--- src/rtl/cctl_pkg.sv ---
`timescale 1ns/1ps
package cctl_pkg;

    localparam int CTRL_W   = 8;
    localparam int VOL_W    = 3;
    localparam int POS_TXA  = 7;
    localparam int POS_TXB  = 6;
    localparam int POS_DRV  = 5;
    localparam int POS_AUX  = 4;
    localparam int POS_VOLH = 2;

    localparam logic [CTRL_W-1:0] CTRL_DEFAULT = '0;

    typedef enum logic [1:0] {
        TX_MUTE    = 2'd0,
        TX_MIC     = 2'd1,
        TX_HANDSET = 2'd2,
        TX_BOTH    = 2'd3
    } tx_path_e;

    typedef struct packed {
        tx_path_e         tx;
        logic             drv_en;
        logic             aux_en;
        logic [VOL_W-1:0] step;
    } path_cfg_t;

    function automatic path_cfg_t unpack_ctrl(input logic [CTRL_W-1:0] r);
        path_cfg_t c;
        c.tx     = tx_path_e'({r[POS_TXB], r[POS_TXA]});
        c.drv_en = r[POS_DRV];
        c.aux_en = r[POS_AUX];
        c.step   = r[POS_VOLH -: VOL_W];
        return c;
    endfunction

endpackage

--- src/rtl/cctl_sync.sv ---
`timescale 1ns/1ps
module cctl_sync #(
    parameter int          STAGES  = 2,
    parameter int          W       = 1,
    parameter logic [W-1:0] RST_VAL = '0
) (
    input  logic         clk,
    input  logic         rst,
    input  logic [W-1:0] d,
    output logic [W-1:0] q
);
    logic [STAGES-1:0][W-1:0] stg;

    always_ff @(posedge clk) begin
        if (rst) begin
            for (int i = 0; i < STAGES; i++) stg[i] <= RST_VAL;
        end else begin
            stg[0] <= d;
            for (int i = 1; i < STAGES; i++) stg[i] <= stg[i-1];
        end
    end

    assign q = stg[STAGES-1];
endmodule

--- src/rtl/cctl_shifter.sv ---
`timescale 1ns/1ps
module cctl_shifter
    import cctl_pkg::*;
(
    input  logic              clk,
    input  logic              rst,
    input  logic              pd_n,
    input  logic              sclk_lvl,
    input  logic              sen_lvl,
    input  logic              sdat_lvl,
    output logic [CTRL_W-1:0] ctrl_q,
    output logic              commit
);
    logic              sclk_d;
    logic              sen_d;
    logic [CTRL_W-1:0] shreg;
    logic              sclk_rise;
    logic              sen_rise;
    logic              sen_fall;

    assign sclk_rise = sclk_lvl & ~sclk_d;
    assign sen_rise  = sen_lvl & ~sen_d;
    assign sen_fall  = ~sen_lvl & sen_d;
    assign commit    = sen_rise & pd_n;

    always_ff @(posedge clk) begin
        if (rst) begin
            sclk_d <= 1'b0;
            sen_d  <= 1'b1;
        end else begin
            sclk_d <= sclk_lvl;
            sen_d  <= sen_lvl;
        end
    end

    always_ff @(posedge clk) begin
        if (rst || !pd_n) begin
            shreg  <= '0;
            ctrl_q <= CTRL_DEFAULT;
        end else begin
            if (sen_fall)
                shreg <= '0;
            else if (sclk_rise && !sen_lvl)
                shreg <= {shreg[CTRL_W-2:0], sdat_lvl};
            if (sen_rise)
                ctrl_q <= shreg;
        end
    end
endmodule

--- src/rtl/cctl_decode.sv ---
`timescale 1ns/1ps
module cctl_decode
    import cctl_pkg::*;
#(
    parameter int STEP_DB = 4,
    parameter int ATTEN_W = 5
) (
    input  logic               clk,
    input  logic               rst,
    input  logic [CTRL_W-1:0]  ctrl,
    output path_cfg_t          cfg_q,
    output logic [ATTEN_W-1:0] atten_q
);
    path_cfg_t          cfg_d;
    logic [ATTEN_W-1:0] atten_d;

    always_comb begin
        cfg_d   = unpack_ctrl(ctrl);
        atten_d = ATTEN_W'(32'(cfg_d.step) * STEP_DB);
    end

    always_ff @(posedge clk) begin
        if (rst) begin
            cfg_q   <= unpack_ctrl(CTRL_DEFAULT);
            atten_q <= '0;
        end else begin
            cfg_q   <= cfg_d;
            atten_q <= atten_d;
        end
    end
endmodule

--- src/rtl/codec_ctl_port.sv ---
`timescale 1ns/1ps
module codec_ctl_port
    import cctl_pkg::*;
#(
    parameter int SYNC_STAGES = 2,
    parameter int STEP_DB     = 4,
    parameter int ATTEN_W     = 5
) (
    input  logic               clk,
    input  logic               rst,
    input  logic               pd_n,
    input  logic               ser_clk,
    input  logic               ser_en,
    input  logic               ser_dat,
    output logic [1:0]         tx_sel,
    output logic               tx_sum,
    output logic               drv_route_en,
    output logic               aux_route_en,
    output logic [VOL_W-1:0]   vol_step,
    output logic [ATTEN_W-1:0] atten_db
);
    localparam logic [2:0] SYNC_RST = 3'b010;

    logic [2:0]        raw;
    logic [2:0]        lvl;
    logic [CTRL_W-1:0] ctrl_q;
    logic              commit_w;
    path_cfg_t         cfg;

    assign raw = {ser_clk, ser_en, ser_dat};

    cctl_sync #(.STAGES(SYNC_STAGES), .W(3), .RST_VAL(SYNC_RST)) u_sync (
        .clk (clk),
        .rst (rst),
        .d   (raw),
        .q   (lvl)
    );

    cctl_shifter u_shift (
        .clk      (clk),
        .rst      (rst),
        .pd_n     (pd_n),
        .sclk_lvl (lvl[2]),
        .sen_lvl  (lvl[1]),
        .sdat_lvl (lvl[0]),
        .ctrl_q   (ctrl_q),
        .commit   (commit_w)
    );

    cctl_decode #(.STEP_DB(STEP_DB), .ATTEN_W(ATTEN_W)) u_dec (
        .clk     (clk),
        .rst     (rst),
        .ctrl    (ctrl_q),
        .cfg_q   (cfg),
        .atten_q (atten_db)
    );

    assign tx_sel       = cfg.tx;
    assign tx_sum       = (cfg.tx == TX_BOTH);
    assign drv_route_en = cfg.drv_en;
    assign aux_route_en = cfg.aux_en;
    assign vol_step     = cfg.step;
endmodule

--- config.mk ---
export PLATFORM = sky130hd
export DESIGN_NAME = codec_ctl_port
export DESIGN_NICKNAME = d
export VERILOG_FILES = /design/src/rtl/cctl_pkg.sv /design/src/rtl/cctl_sync.sv /design/src/rtl/cctl_shifter.sv /design/src/rtl/cctl_decode.sv /design/src/rtl/codec_ctl_port.sv
export SDC_FILE = /design/constraint.sdc
export NUM_CORES = 1
export LEC_CHECK = 0
export BUFFER_PORTS_ARGS = -buffer_cell sky130_fd_sc_hd__buf_4
export CAP_MARGIN = 20
export CORE_MARGIN = 10
export CORE_UTILIZATION = 52
export DETAILED_ROUTE_END_ITERATION = 6
export GPL_ROUTABILITY_DRIVEN = 0
export PLACE_DENSITY = 0.75
export SKIP_LAST_GASP = 1
export SYNTH_ARGS = -nofsm -noshare
export SYNTH_HDL_FRONTEND = slang
export SYNTH_SLANG_ARGS = --single-unit
--- constraint.sdc ---
create_clock -name clk -period 1.25 [get_ports clk]
set_clock_uncertainty 0.1 [all_clocks]
set_input_delay 0.3125 -clock clk [delete_from_list [all_inputs] [get_ports clk]]
set_output_delay 0.3125 -clock clk [all_outputs]
set_load 0.03 [all_outputs]
* Word-level counts from Yosys, hierarchy flattened
Cells that the tools add are included.
Widths: inputs -> output; s select.
** Storage, ports and cells
- Input port bits :: 6
- Word-level logic and storage cells :: 23
- Register bits :: 33
- Output and inout port bits :: 13
** Cells by class
- Bitwise operators :: 6
- Reductions and logical operators :: 5
- Equality and inequality tests :: 1
** Operators with widths (number)
- $and 1x1->1 :: 3
- $not 1->1 :: 3
- $eq 2x2->1 const B :: 1
- $logic_not 1->1 :: 2
- $reduce_or 2->1 :: 1
- $logic_and 1x1->1 :: 1
- $logic_or 1x1->1 :: 1

* Depth between registers and ports, before layout
- Word-level depth :: 3
- Gate-level depth with buffers :: 4
- Mapped depth without buffers :: 3

* By module
Synthesis repeated with hierarchy kept, for this count alone.
** Unflattened totals
- Cells, all modules :: 107
- Area, all modules :: 1082.3 µm²
** Modules (own cells, without submodules)
- cctl_shifter :: seq. area each 360.3 µm², cells an instance 71, area an instance 670.6 µm², instances 1
- cctl_decode :: seq. area each 140.1 µm², cells an instance 20, area an instance 225.2 µm², instances 1
- cctl_sync :: seq. area each 120.1 µm², cells an instance 15, area an instance 180.2 µm², instances 1
- codec_ctl_port :: seq. area each 0.0 µm², cells an instance 1, area an instance 6.3 µm², instances 1

* Worst setup path after synthesis
No wires, ideal clock.
- Path type :: register to output
- Start :: register u_dec.cfg_q[5] (netlist name)
- End :: output port tx_sum
- Data arrival time :: 0.827 ns
- Path buffers :: 0
- Stages on the path, launching flop included :: 2
- Slack :: 0.011 ns
- Data required time :: 0.837 ns
- Cells stage by stage :: dfxtp_1 -> and2_1
** On the way
- Longest elaborated chain between the ends :: 1
** RTL lines
- start: declaration :: line cctl_decode.sv:11 : output path_cfg_t cfg_q,
- start signal: assignment :: line cctl_decode.sv:24 : cfg_q <= unpack_ctrl(CTRL_DEFAULT);
- start signal: assignment :: line cctl_decode.sv:27 : cfg_q <= cfg_d;
- $eq 2x2->1 :: line codec_ctl_port.sv:59 : assign tx_sum = (cfg.tx == TX_BOTH);
- end: declaration :: line codec_ctl_port.sv:16 : output logic tx_sum,
Every way passes these cells.

* Final worst setup path
Ends and elaborated chain as after synthesis.

==> metrics.cfg <==
[worst_setup_path]
crit_family=flip-flops
crit_fanout=2
cp_num_buf_inv=1
crit_chain=and2_4 > buf_6
arrival_ns=0.91
endpoint_kind=output pin
criticalPathCategory=register to output pin
rr_startpoint=u_sync.q[1]
start_kind=register
crit_slowest_cell=dfxtp_2
worstSetupStartpoint=u_dec.cfg_q[5]
cp.required_ns=0.84
max_stage_delay_ns=0.32

[clocking]
cts_tree=yes
cts_hold_buf=0
cts.path.max_buffers=2
cts_root_buf=clkbuf_4
numClockSinks=30
clk_pin_slew_worst_paths_ns=0.08
numCtsBuffers=5
htreeDepth=2
clock_latency_ns=0.31

[yosys]
synthCells=91
ys_top_cells_by_count=30 x dfxtp_1, 15 x mux2i_1, 15 x nor2_1, 7 x buf_4, 7 x nor2b_1
yosys.cell_types.count=16
synth_edf_count=0
ys_warn_count=0
avgSynthCellArea_sq_um=11.5
synth_area_leaders=dfxtp_1 58%, mux2i_1 14%, nor2_1 5.4%
post-synth-top-area-cell=dfxtp_1
synth.most_common_cell=dfxtp_1
synthArstFlopShare=0
synth.top_cell.area_share=0.576
ys_ff_latch=30
syn-cell-area_sq_um=1040
synthFlopType=dfxtp_1
synth_seq_area_share=0.576

[final_layout]
filler_cell_count=166
stdcell_area_sq_um=1240
drive_above_1_share=0.376
antennaDiodeCount=0
syn_to_final_growth_pct=18.8
nets=115

[run]
drv_cap=0

[floorplanning]
start_util=0.537
fp.dieW_um=64.8
ios=19
dieArea_sq_um=4200
rows=16
core_area_sq_um=1940
fp.dieH_um=64.8

[sta]
setup_ws_ns=-0.0689
drv_slew=0
max_freq_mhz=758
layout_min_cycle_time_ns=1.32
fin_crit_sh=1.06
rsz0062_at_grt=true
final-hold-violation-count=0
finalSetupViolCount=1

[grt]
overflow=0
antenna_found_initial=0
grt_pass1_vias=594
grt_pass1_wl_mm=2.85
grt_use_total=0.0917
grt_max_degree=11

[pwr]
power_mw=1.53
ir_drop_v=0.000736
p_leak_nw=0.548
p_per_area_nw_per_um2=1240

[drt]
drt_iter0_drc=11
wire_per_inst_um=13.0
viasPerCell=4.66
firstDrtPassIters=5
wirelength_mm=1.76
detail-route-antenna-nets=0
drc_errors=0
route.vias.total=634

[min_path]
min_from=ser_en
worstHoldPathType=input port to register

[run_status]
status=finished, violations left
violations=setup timing

[placement]
placed_cell_area_sq_um=1150
place_hpwl_mm=1.22
io_buffers=16

==> worst paths after layout <==
path	end	slack (ns)	cells after the start
worst max-delay path	tx_sum	-0.07	2
worst min-delay path	u_sync.stg[1]	0.09	2
worst min register to register	u_sync.q[1]	0.33	1
worst max register to register	u_shift.shreg[3]	0.05	4
==> kinds of logic (layout without fill, tap and decap cells) <==
kind of cell	count (synthesis)	in the layout	share of synthesized area
AOI/OAI and AO/OA	1	1	0.0144
buffers and inverters	10	27	0.0684
DFF	30	30	0.576
muxes	15	15	0.144
other	1	2	0.00360
and+or+nand+nor	34	34	0.193
==> final cells by class <==
class                      count  area, sq um  share of cell area
clock buffer                   7         45.0              0.0364
inverter                       1         3.75             0.00303
multi-input combinational     52          377               0.304
sequential                    30          607               0.490
tap                           27         33.8              0.0273
timing repair buffer          19          173               0.139
==> report_power, final <==
| part | switching (mW) | internal [mW] | leakage, nW |
|---|---|---|---|
| combinational | 0.0335 | 0.0308 | 0.277 |
| clock | 0.287 | 0.212 | 0.0254 |
| sequential | 0.00416 | 0.965 | 0.246 |
==> routing by layer <==
layer,part of all wire,vias to the layer above,track usage
met3,0.10,2,0.0687
li1,-,321,-
met2,0.49,22,0.138
met1,0.39,289,0.0882
met4,0.012,0,0.0561
met5,0,-,0
==> state kept, by name, indices dropped and copies added (netlist names) <==
signal / count
u_shift.shreg: 8
u_dec.cfg_q: 7
u_shift.ctrl_q: 7
u_sync.q: 3
u_sync.stg: 3
u_shift.sclk_d: 1
u_shift.sen_d: 1
==> per-stage QoR <==
stage	worst slack [ns]	utilization	std cells	hold slack, ns	setup TNS [ns]
after floorplan	0.0107	-	92	0.289	0
after global placement	0.107	0.595	129	0.299	0
after detailed placement	0.0832	0.595	129	0.316	0
after CTS	-0.0861	0.622	136	0.0788	-0.0861
after global routing	-0.110	0.638	136	0.0711	-0.176
final	-0.0689	0.638	136	0.0881	-0.0689
==> cell usage in the layout, fill, tap and decap left out, types with 2 or more instances in the layout <==
cell and count:
and2b_2 5, buf_4 11, buf_6 8, clkbuf_1 2, clkbuf_4 5, conb_1 2
dfxtp_1 25, dfxtp_2 5, mux2i_1 15, nor2_1 15, nor2b_1 7, or2_2 3
==> what timing repair did <==
item / in CTS / in global routing
pin swaps: 1 / 0
gates resized for setup: 3 / 11
setup buffers: 0 / 0
cloned: 0 / 0
setup endpoints to repair: 1 / 12
Note: power is estimated with default switching activity, not from simulation.
